--- src/rtl/uc_order_pkg.sv ---
package uc_order_pkg;
  typedef enum logic [1:0] {
    K_CST  = 2'd0,
    K_ULD  = 2'd1,
    K_UST  = 2'd2,
    K_SYNC = 2'd3
  } op_kind_e;
endpackage

--- src/rtl/ord_fifo.sv ---
module ord_fifo #(
  parameter int W     = 8,
  parameter int DEPTH = 8
) (
  input  logic                         clk_i,
  input  logic                         rst_ni,
  input  logic                         push_i,
  input  logic [W-1:0]                 din_i,
  input  logic                         pop_i,
  output logic [W-1:0]                 dout_o,
  output logic                         empty_o,
  output logic                         full_o,
  output logic [$clog2(DEPTH+1)-1:0]   count_o
);
  localparam int PW = (DEPTH > 1) ? $clog2(DEPTH) : 1;
  localparam int CW = $clog2(DEPTH+1);

  logic [W-1:0]  mem_q [DEPTH];
  logic [PW-1:0] rd_q, wr_q;
  logic [CW-1:0] cnt_q;

  assign empty_o = (cnt_q == '0);
  assign full_o  = (cnt_q == CW'(DEPTH));
  assign count_o = cnt_q;
  assign dout_o  = mem_q[rd_q];

  always_ff @(posedge clk_i or negedge rst_ni) begin
    if (!rst_ni) begin
      rd_q  <= '0;
      wr_q  <= '0;
      cnt_q <= '0;
    end else begin
      if (push_i) wr_q <= (wr_q == PW'(DEPTH-1)) ? '0 : wr_q + 1'b1;
      if (pop_i)  rd_q <= (rd_q == PW'(DEPTH-1)) ? '0 : rd_q + 1'b1;
      case ({push_i, pop_i})
        2'b10:   cnt_q <= cnt_q + 1'b1;
        2'b01:   cnt_q <= cnt_q - 1'b1;
        default: cnt_q <= cnt_q;
      endcase
    end
  end

  always_ff @(posedge clk_i) begin
    if (push_i) mem_q[wr_q] <= din_i;
  end

  // the controller must never overfill or underrun the buffer
  a_r9_no_push_full: assert property (@(posedge clk_i) disable iff (!rst_ni)
    push_i |-> !full_o);
  a_r1_no_pop_empty: assert property (@(posedge clk_i) disable iff (!rst_ni)
    pop_i |-> !empty_o);
endmodule

--- src/rtl/uc_queue.sv ---
module uc_queue #(
  parameter int ID_W  = 8,
  parameter int DEPTH = 4,
  parameter int WC_W  = 4
) (
  input  logic                         clk_i,
  input  logic                         rst_ni,
  input  logic                         push_i,
  input  logic                         push_store_i,
  input  logic [ID_W-1:0]              push_id_i,
  input  logic [WC_W-1:0]              push_wait_i,
  input  logic                         vis_i,
  input  logic                         pop_i,
  output logic                         head_valid_o,
  output logic                         head_store_o,
  output logic [ID_W-1:0]              head_id_o,
  output logic                         head_clear_o,
  output logic                         full_o,
  output logic [$clog2(DEPTH+1)-1:0]   count_o,
  output logic [$clog2(DEPTH+1)-1:0]   st_cnt_o
);
  localparam int PW = (DEPTH > 1) ? $clog2(DEPTH) : 1;
  localparam int CW = $clog2(DEPTH+1);

  logic [PW-1:0]   rd_q, wr_q;
  logic [CW-1:0]   cnt_q, st_q;
  logic [ID_W-1:0] id_arr   [DEPTH];
  logic            st_arr   [DEPTH];
  logic [WC_W-1:0] wait_arr [DEPTH];

  // each entry counts the older cacheable stores still not visible
  for (genvar i = 0; i < DEPTH; i++) begin : g_ent
    logic [ID_W-1:0] id_q;
    logic            st_q;
    logic [WC_W-1:0] wait_q;
    always_ff @(posedge clk_i or negedge rst_ni) begin
      if (!rst_ni) begin
        id_q   <= '0;
        st_q   <= 1'b0;
        wait_q <= '0;
      end else if (push_i && wr_q == PW'(i)) begin
        id_q   <= push_id_i;
        st_q   <= push_store_i;
        wait_q <= push_wait_i;
      end else if (vis_i && wait_q != '0) begin
        wait_q <= wait_q - 1'b1;
      end
    end
    assign id_arr[i]   = id_q;
    assign st_arr[i]   = st_q;
    assign wait_arr[i] = wait_q;
  end

  assign head_valid_o = (cnt_q != '0);
  assign head_store_o = st_arr[rd_q];
  assign head_id_o    = id_arr[rd_q];
  assign head_clear_o = (wait_arr[rd_q] == '0);
  assign full_o       = (cnt_q == CW'(DEPTH));
  assign count_o      = cnt_q;
  assign st_cnt_o     = st_q;

  always_ff @(posedge clk_i or negedge rst_ni) begin
    if (!rst_ni) begin
      rd_q  <= '0;
      wr_q  <= '0;
      cnt_q <= '0;
      st_q  <= '0;
    end else begin
      if (push_i) wr_q <= (wr_q == PW'(DEPTH-1)) ? '0 : wr_q + 1'b1;
      if (pop_i)  rd_q <= (rd_q == PW'(DEPTH-1)) ? '0 : rd_q + 1'b1;
      case ({push_i, pop_i})
        2'b10:   cnt_q <= cnt_q + 1'b1;
        2'b01:   cnt_q <= cnt_q - 1'b1;
        default: cnt_q <= cnt_q;
      endcase
      case ({push_i && push_store_i, pop_i && head_store_o})
        2'b10:   st_q <= st_q + 1'b1;
        2'b01:   st_q <= st_q - 1'b1;
        default: st_q <= st_q;
      endcase
    end
  end

  a_r9_uq_no_push_full: assert property (@(posedge clk_i) disable iff (!rst_ni)
    push_i |-> !full_o);
  // an entry is only removed once its older cacheable stores are visible
  a_r3_pop_clear: assert property (@(posedge clk_i) disable iff (!rst_ni)
    pop_i |-> head_valid_o && head_clear_o);
endmodule

--- src/rtl/ld_tag_tracker.sv ---
module ld_tag_tracker #(
  parameter int N = 4
) (
  input  logic                              clk_i,
  input  logic                              rst_ni,
  input  logic                              alloc_i,
  input  logic                              free_i,
  input  logic [((N > 1) ? $clog2(N) : 1)-1:0] free_tag_i,
  output logic [((N > 1) ? $clog2(N) : 1)-1:0] tag_o,
  output logic                              full_o,
  output logic [$clog2(N+1)-1:0]            cnt_o
);
  localparam int TW = (N > 1) ? $clog2(N) : 1;
  localparam int CW = $clog2(N+1);

  logic [N-1:0] busy_q;
  logic         found;

  always_comb begin
    tag_o = '0;
    found = 1'b0;
    for (int i = 0; i < N; i++) begin
      if (!busy_q[i] && !found) begin
        tag_o = TW'(i);
        found = 1'b1;
      end
    end
  end

  assign full_o = &busy_q;
  assign cnt_o  = CW'($countones(busy_q));

  always_ff @(posedge clk_i or negedge rst_ni) begin
    if (!rst_ni) begin
      busy_q <= '0;
    end else begin
      for (int i = 0; i < N; i++) begin
        if (alloc_i && tag_o == TW'(i))         busy_q[i] <= 1'b1;
        else if (free_i && free_tag_i == TW'(i)) busy_q[i] <= 1'b0;
      end
    end
  end

  // no allocation with the pool exhausted; only busy tags return
  a_r5_no_alloc_full: assert property (@(posedge clk_i) disable iff (!rst_ni)
    alloc_i |-> !full_o);
  a_r5_free_busy: assert property (@(posedge clk_i) disable iff (!rst_ni)
    free_i |-> busy_q[free_tag_i]);
endmodule

--- src/rtl/uc_order_ctrl.sv ---
module uc_order_ctrl
  import uc_order_pkg::*;
#(
  parameter int ID_W     = 8,
  parameter int WB_DEPTH = 8,
  parameter int UQ_DEPTH = 4,
  parameter int MAX_LD   = 4,
  localparam int TAG_W   = (MAX_LD > 1) ? $clog2(MAX_LD) : 1
) (
  input  logic             clk_i,
  input  logic             rst_ni,
  input  logic             op_valid_i,
  input  logic [1:0]       op_kind_i,
  input  logic [ID_W-1:0]  op_id_i,
  input  logic             need_i,
  input  logic             miss_pend_i,
  output logic             stall_o,
  output logic             wb_valid_o,
  output logic [ID_W-1:0]  wb_id_o,
  input  logic             wb_accept_i,
  output logic             vis_valid_o,
  output logic [ID_W-1:0]  vis_id_o,
  output logic             bus_valid_o,
  input  logic             bus_ready_i,
  output logic             bus_store_o,
  output logic [ID_W-1:0]  bus_id_o,
  output logic [TAG_W-1:0] bus_tag_o,
  input  logic             ld_ret_i,
  input  logic [TAG_W-1:0] ld_ret_tag_i
);
  localparam int WB_CW = $clog2(WB_DEPTH+1);
  localparam int UQ_CW = $clog2(UQ_DEPTH+1);
  localparam int LD_CW = $clog2(MAX_LD+1);

  op_kind_e kind;
  assign kind = op_kind_e'(op_kind_i);

  logic             wb_empty, wb_full, wb_push, wb_pop;
  logic [WB_CW-1:0] wb_cnt;
  logic [ID_W-1:0]  wb_head;
  logic             vis_q;
  logic [ID_W-1:0]  vis_id_q;

  logic             uq_full, uq_push, uq_pop;
  logic             hd_valid, hd_store, hd_clear;
  logic [ID_W-1:0]  hd_id;
  logic [UQ_CW-1:0] uq_cnt, uq_st_cnt, uq_ld_cnt;
  logic [WB_CW-1:0] push_wait;

  logic             trk_full, ld_alloc;
  logic [LD_CW-1:0] ld_cnt;
  logic [TAG_W-1:0] free_tag;

  logic loads_pend, need_stall, res_stall, sync_ok, sync_stall, acc, bus_fire;

  // stall decisions
  assign uq_ld_cnt  = uq_cnt - uq_st_cnt;
  assign loads_pend = (ld_cnt != '0) || (uq_ld_cnt != '0);
  assign need_stall = need_i && (loads_pend || miss_pend_i);
  assign res_stall  = ((kind == K_CST) && wb_full) ||
                      (((kind == K_ULD) || (kind == K_UST)) && uq_full);
  assign sync_ok    = !loads_pend && !miss_pend_i && (uq_st_cnt == '0) &&
                      wb_empty && !vis_q;
  assign sync_stall = (kind == K_SYNC) && !sync_ok;
  assign stall_o    = need_stall || (op_valid_i && (res_stall || sync_stall));
  assign acc        = op_valid_i && !stall_o;

  // write buffer
  assign wb_push = acc && (kind == K_CST);
  assign wb_pop  = wb_accept_i && !wb_empty;

  ord_fifo #(.W(ID_W), .DEPTH(WB_DEPTH)) u_wb (
    .clk_i, .rst_ni,
    .push_i (wb_push),
    .din_i  (op_id_i),
    .pop_i  (wb_pop),
    .dout_o (wb_head),
    .empty_o(wb_empty),
    .full_o (wb_full),
    .count_o(wb_cnt)
  );

  always_ff @(posedge clk_i or negedge rst_ni) begin
    if (!rst_ni) begin
      vis_q    <= 1'b0;
      vis_id_q <= '0;
    end else begin
      vis_q <= wb_pop;
      if (wb_pop) vis_id_q <= wb_head;
    end
  end

  assign wb_valid_o  = !wb_empty;
  assign wb_id_o     = wb_head;
  assign vis_valid_o = vis_q;
  assign vis_id_o    = vis_id_q;

  // uncached queue; a store popped this cycle is already visible
  assign uq_push   = acc && ((kind == K_ULD) || (kind == K_UST));
  assign push_wait = wb_cnt - WB_CW'(wb_pop);

  uc_queue #(.ID_W(ID_W), .DEPTH(UQ_DEPTH), .WC_W(WB_CW)) u_uq (
    .clk_i, .rst_ni,
    .push_i      (uq_push),
    .push_store_i(kind == K_UST),
    .push_id_i   (op_id_i),
    .push_wait_i (push_wait),
    .vis_i       (wb_pop),
    .pop_i       (uq_pop),
    .head_valid_o(hd_valid),
    .head_store_o(hd_store),
    .head_id_o   (hd_id),
    .head_clear_o(hd_clear),
    .full_o      (uq_full),
    .count_o     (uq_cnt),
    .st_cnt_o    (uq_st_cnt)
  );

  // bus issue
  assign bus_valid_o = hd_valid && hd_clear &&
                       (hd_store ? (ld_cnt == '0) : !trk_full);
  assign bus_store_o = hd_store;
  assign bus_id_o    = hd_id;
  assign bus_tag_o   = free_tag;
  assign bus_fire    = bus_valid_o && bus_ready_i;
  assign uq_pop      = bus_fire;
  assign ld_alloc    = bus_fire && !hd_store;

  ld_tag_tracker #(.N(MAX_LD)) u_trk (
    .clk_i, .rst_ni,
    .alloc_i   (ld_alloc),
    .free_i    (ld_ret_i),
    .free_tag_i(ld_ret_tag_i),
    .tag_o     (free_tag),
    .full_o    (trk_full),
    .cnt_o     (ld_cnt)
  );

  a_r2_hold_offer: assert property (@(posedge clk_i) disable iff (!rst_ni)
    bus_valid_o && !bus_ready_i |=> bus_valid_o && $stable(bus_id_o) && $stable(bus_store_o));
  a_r4_store_no_load: assert property (@(posedge clk_i) disable iff (!rst_ni)
    bus_valid_o && bus_store_o |-> ld_cnt == '0);
  a_r1_vis_follows_accept: assert property (@(posedge clk_i) disable iff (!rst_ni)
    vis_valid_o |-> $past(wb_accept_i && wb_valid_o));
  a_r8_sync_drained: assert property (@(posedge clk_i) disable iff (!rst_ni)
    acc && kind == K_SYNC |-> wb_empty && ld_cnt == '0 && uq_cnt == '0);
endmodule

--- config.mk ---
export PLATFORM = sky130hd
export DESIGN_NAME = uc_order_ctrl
export DESIGN_NICKNAME = d
export VERILOG_FILES = /design/src/rtl/uc_order_pkg.sv /design/src/rtl/ord_fifo.sv /design/src/rtl/uc_queue.sv /design/src/rtl/ld_tag_tracker.sv /design/src/rtl/uc_order_ctrl.sv
export SDC_FILE = /design/constraint.sdc
export NUM_CORES = 1
export LEC_CHECK = 0
export BUFFER_PORTS_ARGS = -buffer_cell sky130_fd_sc_hd__buf_2
export CAP_MARGIN = 20
export CELL_PAD_IN_SITES_DETAIL_PLACEMENT = 0
export CELL_PAD_IN_SITES_GLOBAL_PLACEMENT = 1
export CORE_ASPECT_RATIO = 1.4
export CORE_MARGIN = 5
export CORE_UTILIZATION = 51
export CTS_CLUSTER_DIAMETER = 100
export DETAILED_ROUTE_END_ITERATION = 10
export GPL_TIMING_DRIVEN = 0
export PLACE_DENSITY_LB_ADDON = 0.12
export REMOVE_ABC_BUFFERS = 1
export SYNTH_ARGS = -nofsm -noshare
export SYNTH_HDL_FRONTEND = slang
export SYNTH_SLANG_ARGS = --single-unit
--- constraint.sdc ---
create_clock -name clk_i -period 5.2 [get_ports clk_i]
set_clock_uncertainty 0.15 [all_clocks]
set_input_delay 0.26 -clock clk_i [delete_from_list [all_inputs] [get_ports clk_i]]
set_output_delay 0.26 -clock clk_i [all_outputs]
set_load 0.05 [all_outputs]
Word-level counts from Yosys, hierarchy flattened
Memory sizes are Yosys's and may differ from the RTL's.
Index checks and enable logic that the tools add are counted.
W data, S select, Z words.
- flip-flop bits (word level): 85
- latch bits: 0
- RAM bits: 64
- bits in read-only memories: 0
- input bits: 20
- output and inout port bits: 31
- memories: 1
- memories (memory ; words ; bits a word ; rd ports ; clocked after Yosys merged registers in ; wr ports ; line ; source):
    u_wb.mem_q ; 8 ; 8 ; 1 ; 0 ; 1 ; ord_fifo.sv:18 ; logic [W-1:0] mem_q [DEPTH];
- add/subtract/negate cells: 19
- multipliers: 0
- div/mod/pow operators: 0
- magnitude comparators: 1
- eq/ne operators: 23
- shifts and indexed selects: 0
- mux-type cells: 41
- bitwise logic cells: 1
- reduce and logical (&&, ||, !) cells: 84
- operators by type and width (kind ; count):
    $mux W4 ; 10
    $logic_and A1 B1 Y1 ; 38
    $eq A2 B2 Y1 const B ; 12
    $reduce_bool A2 Y1 ; 11
    $sub A4 B1 Y4 const B ; 5
    $mux W1 ; 17
    $bmux W8 S2 ; 1
    $mux W8 ; 2
    $reduce_bool A4 Y1 ; 4
    $eq A2 B1 Y1 const B ; 7
    $logic_not A1 Y1 ; 13
    $add A3 B1 Y3 const B ; 4
    $pmux W3 S2 ; 2
    $eq A3 B3 Y1 const B ; 3
    $reduce_bool A3 Y1 ; 3
    $bmux W4 S2 ; 1
    $logic_not A2 Y1 ; 4
    $logic_not A4 Y1 ; 2
    $mux W2 ; 4
    $pmux W4 S2 ; 1
    $logic_not A3 Y1 ; 2
    $logic_or A1 B1 Y1 ; 6
    $mux W3 ; 2
    $sub A3 B1 Y3 const B ; 2
    other kinds (11) ; 13

Logic depth before layout (Yosys ltp)
- depth after elaboration: 20
- mapped depth: 19
- gate-level depth less buffers: 18

By module
Synthesis repeated with hierarchy kept, for this count alone.
- cells, all modules: 511
- area total of the unflattened synthesis: 7155.6 sq um
- modules (own cells, without submodules) (module ; instances ; cells an instance ; area each (sq um) ; sequential area each (sq um)):
    uc_queue ; 1 ; 255 ; 3125.5 ; 1551.5
    ord_fifo ; 1 ; 152 ; 3047.9 ; 2172.1
    uc_order_ctrl ; 1 ; 73 ; 670.6 ; 225.2
    ld_tag_tracker ; 1 ; 31 ; 311.5 ; 100.1

Worst setup path after synthesis
No wires, ideal clock.
- kind: reg2reg
- start: reg u_trk.busy_q[0]
- end: reg u_wb.cnt_q[3] (netlist: u_wb.count_o[3])
- library setup time: 0.125 ns
- arrival: 3.600 ns
- path slack: 1.324 ns
- stages on the path, launching flop included: 19
- cells stage by stage: dfrtp_1 -> ha_1 -> inv_1 -> ha_1 -> inv_1 -> fa_1 -> nand2_1 -> nor4_2 -> a41oi_4 -> nor2_1 -> nand4_1 -> clkbuf_1 -> ha_1 -> ha_1 -> a21o_1 -> a21oi_1 -> xnor2_1 -> nor2_1 -> xor2_1
- word-level cells in the longest chain between the ends: 19
- elaborated cells on any way between the ends: 23
- RTL lines (what ; line ; source):
    start, declared ; ld_tag_tracker.sv:16 ; logic [N-1:0] busy_q;
    start signal, assigned ; ld_tag_tracker.sv:35 ; busy_q <= '0;
    start signal, assigned by index ; ld_tag_tracker.sv:38 ; if (alloc_i && tag_o == TW'(i)) busy_q[i] <= 1'b1;
    start signal, assigned by index ; ld_tag_tracker.sv:39 ; else if (free_i && free_tag_i == TW'(i)) busy_q[i] <= 1'b0;
    $add A1 B1 Y2 (implied by the code) * ; ld_tag_tracker.sv:31 ; assign cnt_o = CW'($countones(busy_q));
    $add A3 B3 Y3 (implied by the code) * ; ld_tag_tracker.sv:31 ;
    $reduce_bool A3 Y1 * ; uc_order_ctrl.sv:58 ; assign loads_pend = (ld_cnt != '0) || (uq_ld_cnt != '0);
    $logic_or A1 B1 Y1 * ; uc_order_ctrl.sv:58 ;
    $logic_not A1 Y1 ; uc_order_ctrl.sv:62 ; assign sync_ok = !loads_pend && !miss_pend_i && (uq_st_cnt == '0) &&
    $logic_and A1 B1 Y1 (3 in a row) ; uc_order_ctrl.sv:62 ;
    $logic_and A1 B1 Y1 ; uc_order_ctrl.sv:63 ; wb_empty && !vis_q;
    $logic_not A1 Y1 ; uc_order_ctrl.sv:64 ; assign sync_stall = (kind == K_SYNC) && !sync_ok;
    $logic_and A1 B1 Y1 ; uc_order_ctrl.sv:64 ;
    $logic_or A1 B1 Y1 ; uc_order_ctrl.sv:65 ; assign stall_o = need_stall || (op_valid_i && (res_stall || sync_stall));
    $logic_and A1 B1 Y1 ; uc_order_ctrl.sv:65 ;
    $logic_or A1 B1 Y1 * ; uc_order_ctrl.sv:65 ;
    $logic_not A1 Y1 * ; uc_order_ctrl.sv:66 ; assign acc = op_valid_i && !stall_o;
    $logic_and A1 B1 Y1 * ; uc_order_ctrl.sv:66 ;
    $logic_and A1 B1 Y1 * ; uc_order_ctrl.sv:69 ; assign wb_push = acc && (kind == K_CST);
    $eq A2 B1 Y1 or $eq A2 B2 Y1 (tied branches) ; ord_fifo.sv:35 ; case ({push_i, pop_i})
    $pmux W4 S2 or $reduce_bool A2 Y1 (tied branches) ; n/a ;
    end signal, assigned ; ord_fifo.sv:36 ; 2'b10: cnt_q <= cnt_q + 1'b1;
    end signal, assigned ; ord_fifo.sv:37 ; 2'b01: cnt_q <= cnt_q - 1'b1;
    end signal, assigned ; ord_fifo.sv:38 ; default: cnt_q <= cnt_q;
    end, declared ; ord_fifo.sv:20 ; logic [CW-1:0] cnt_q;
Mark *: on every way between the ends. The rest lies on a longest branch, timed or not.
A chain may end at the register's enable or synchronous reset.

Final worst setup path
- start: reg u_trk.busy_q[1]
- end: reg u_wb.cnt_q[3] (netlist: u_wb.count_o[3])
The elaborated chain is that of the path after synthesis.

==> results by group <==
Place
  – Dpl hpwl: 9690 um
  – IO buf count: 50
  – GPL Wtd Cong: 0.770

Floorplanning
  – IO Pins: 51
  – Die W: 110 um
  – Core ar.: 13800 um^2
  – Starting Density: 51.5%
  – Die area: 16500 um^2
  – Row count: 51
  – Die height: 150 um

Synth
  – Sequential area share after synthesis: 56.8%
  – Flops & latches, synth: 149
  – EDFF count, synth: 64
  – Area contributors post-synth: dfrtp_1 (30%), edfxtp_1 (27%), mux4_2 (7.9%)
  – Ys async rst share: 57.0%
  – Most frequent cell after synthesis: dfrtp_1
  – Top post-synthesis cells by count: dfrtp_1 (85), edfxtp_1 (64), inv_1 (36)
  – Post-synth top area share: 29.8%
  – Synthesized cell area: 7130 um^2
  – Yosys Warn Count: 0
  – Synth cell types: 48
  – Cells after Synth: 485
  – Area leader, netlist: dfrtp_1
  – Primary FF master, synth: dfrtp_1
  – Mean area per synthesized cell: 14.7 um^2

Clock tree
  – Worst-case clock buffer depth: 2
  – CTS H-tree lvls: 4
  – Root Buffer: clkbuf_16
  – Clk sink count: 149
  – Worst skew pair latency: 0.42 ns
  – Total CTS buffers: 17
  – CTS tree: done
  – CTS clk-pin slew, worst paths: 0.06 ns

Critical path
  – Critical path, cell by cell: inv_1, ha_1, inv_1, ha_1, inv_1, fa_1, nand2_1, nor4_2, nand3_1, nand2_1, nand4_1, ha_1, ha_1, a21o_1, a21oi_1, xnor2_1, nor2_1, xor2_1
  – Worst Setup Start Kind: register
  – Most common cell on crit path: ha_1
  – Slowest cell on the critical path: nand4_1
  – Crit Path Max Fanout: 12
  – Critical Path RT: 5.35 ns
  – Crit path kind: reg2reg
  – WP data arrival: 4.85 ns
  – Flop2flop setup slack: 0.50 ns
  – Max stage delay on crit path: 0.61 ns
  – CP endpoint kind: register

Flow run
  – Max cap viols: 0

Global route
  – Largest net degree at the start of global routing: 72
  – First-pass GRT wire length: 23500 um
  – Total gr overflow: 0
  – Vias in the first global route: 4406
  – Gr usage total: 19.1%
  – Initial antenna violation count: 0

Power and ir drop
  – Total design power: 5.23 mW
  – Power Density: 630 nW/um^2
  – Leakage: 3.63 nW
  – Worst vdd ir: 0.000307 V

Timing
  – Peak Freq: 213 MHz
  – Slew margin rel.: 34.5%
  – RSZ-0062 raised after global routing: no
  – Worst Max-Slew Pin Slew: 0.971 ns
  – Minimum clock period: 4.70 ns
  – Final worst path period share: 90.4%
  – Setup-failing EPs final: 0
  – Slew Viols, Final: 0
  – Fin. Hold Viols: 0

Detailed routing
  – Initial DRC Count: 159
  – Antenna-violating nets left: 0
  – Via density per instance: 5.45
  – Vias after detailed routing: 4080
  – Total wire length: 14100 um
  – TritonRoute pass-1 iters: 4
  – DR DRC count: 0
  – WL/cell: 18.8 um

Final layout
  – Fraction of final layout cells sized beyond drive strength 1: 32.1%
  – Fin nets: 606
  – Antenna diodes: 0
  – Core Util, Final: 60.0%
  – Area Growth Syn to Fin: 16.5%

Outcome
  – Status: finished clean

Worst hold path
  – Worst min-delay path category: in2reg
## sequential cells by signal, summed over array words and instances (netlist names), 3 cells and up
name / count
u_uq.g_ent.wait_q: 16
u_uq.count_o: 3
u_wb.mem_q: 64
u_wb.wr_q: 3
u_wb.count_o: 4
u_trk.busy_q: 4
vis_id_o: 8
u_uq.g_ent.st_q: 4
u_wb.rd_q: 3
u_uq.g_ent.id_q: 32
u_uq.st_cnt_o: 3
## metrics by stage
stage | instance area (um^2) | setup slack [ns] | hold WS [ns] | std cells | TNS (ns)
after global placement | 7530 | -0.0189 | 0.320 | 705 | -0.148
after global routing | 8310 | 0.208 | 0.0243 | 749 | 0
after CTS | 8310 | 0.417 | 0.00941 | 749 | 0
after detailed placement | 7690 | 0.457 | -0.00158 | 714 | 0
after floorplan | 7050 | 1.25 | -0.186 | 470 | 0
final | 8310 | 0.499 | 0.0275 | 749 | 0
## critical path, delay by kind of cell (launching register included)
kind / cells / cell delay (ns)
xor+xnor: 2 / 0.27
simple gates: 6 / 1.58
buf+inv: 3 / 0.17
fa+ha+maj: 5 / 1.72
flops: 1 / 0.40
compound gates: 2 / 0.32
## layout make-up
class,count,area (um^2)
Tap cell,185,231
Clock inverter,11,111
Sequential cell,149,4050
Fill cell,1126,5540
Timing Repair Buffer,62,390
Multi-Input combinational cell,285,2910
Clock buffer,21,482
Inverter,36,135
## what timing repair did
action | 4_1_cts | 5_1_grt
setup buffers | 0 | 0
hold buffers | 3 | 0
gates resized for setup | 0 | 0
hold endpoints to repair | 88 | 0
## report_power, final
part / total [mW] / internal, mW / switching, mW
combinational: 2.11 / 0.892 / 1.22
clock: 1.22 / 0.722 / 0.494
sequential: 1.91 / 1.55 / 0.357
## layout by cell type (no fill, tap or decap), drive strengths merged, types with 3 or more instances in the layout
cell type / Yosys / final
dfrtp: 85 / 85
edfxtp: 64 / 64
buf: 10 / 59
mux2: 58 / 58
inv: 36 / 42
nand2: 32 / 32
ha: 31 / 31
mux4: 25 / 25
nor2: 22 / 22
clkbuf: 5 / 21
mux2i: 20 / 20
o21ai: 13 / 13
xor2: 11 / 11
a21oi: 10 / 10
xnor2: 10 / 10
nor4: 10 / 10
nor3: 6 / 6
fa: 4 / 4
or4: 4 / 4
o31ai: 3 / 3
nand3: 3 / 3
a21o: 3 / 3
clkinvlp: 0 / 3
dlygate4sd3: 0 / 3
## path summary, 6_finish.rpt
path | end | cells past startpoint | start
setup / recovery | u_wb.count_o[3]$_DFFE_PN0P_ | 18 | u_trk.busy_q[1]$_DFFE_PN0P_
hold / removal | u_wb.mem_q[0][0]$_DFFE_PP_ | 1 | op_id_i[0]
setup reg to reg | u_wb.count_o[3]$_DFFE_PN0P_ | 18 | u_trk.busy_q[1]$_DFFE_PN0P_
hold reg to reg | u_uq.g_ent[3].id_q[1]$_DFFE_PN0N_ | 1 | u_uq.g_ent[3].id_q[1]$_DFFE_PN0N_
max in group asynchronous | u_uq.g_ent[0].id_q[4]$_DFFE_PN0P_ | 3 | rst_ni
min in group asynchronous | vis_id_o[2]$_DFFE_PN0P_ | 2 | rst_ni
## layer usage
metal  vias to the layer above  global-route usage (%)  part of all wire (%)
met3                        11                    4.53                   3.4
li1                       1905                       -                     -
met2                        87                    33.8                    54
met1                      2077                    22.9                    41
met4                         0                    5.05                   1.3
met5                         -                       0                     0
## cell families after synthesis
kind of cell	Yosys count	synth area share (%)
flops	149	56.8
fa+ha+maj	35	6.56
xor+xnor	21	2.58
mux	103	20.8
buf+inv	51	3.02
simple gates	90	6.65
compound gates	36	3.61
(Power assumes the default switching activity.)
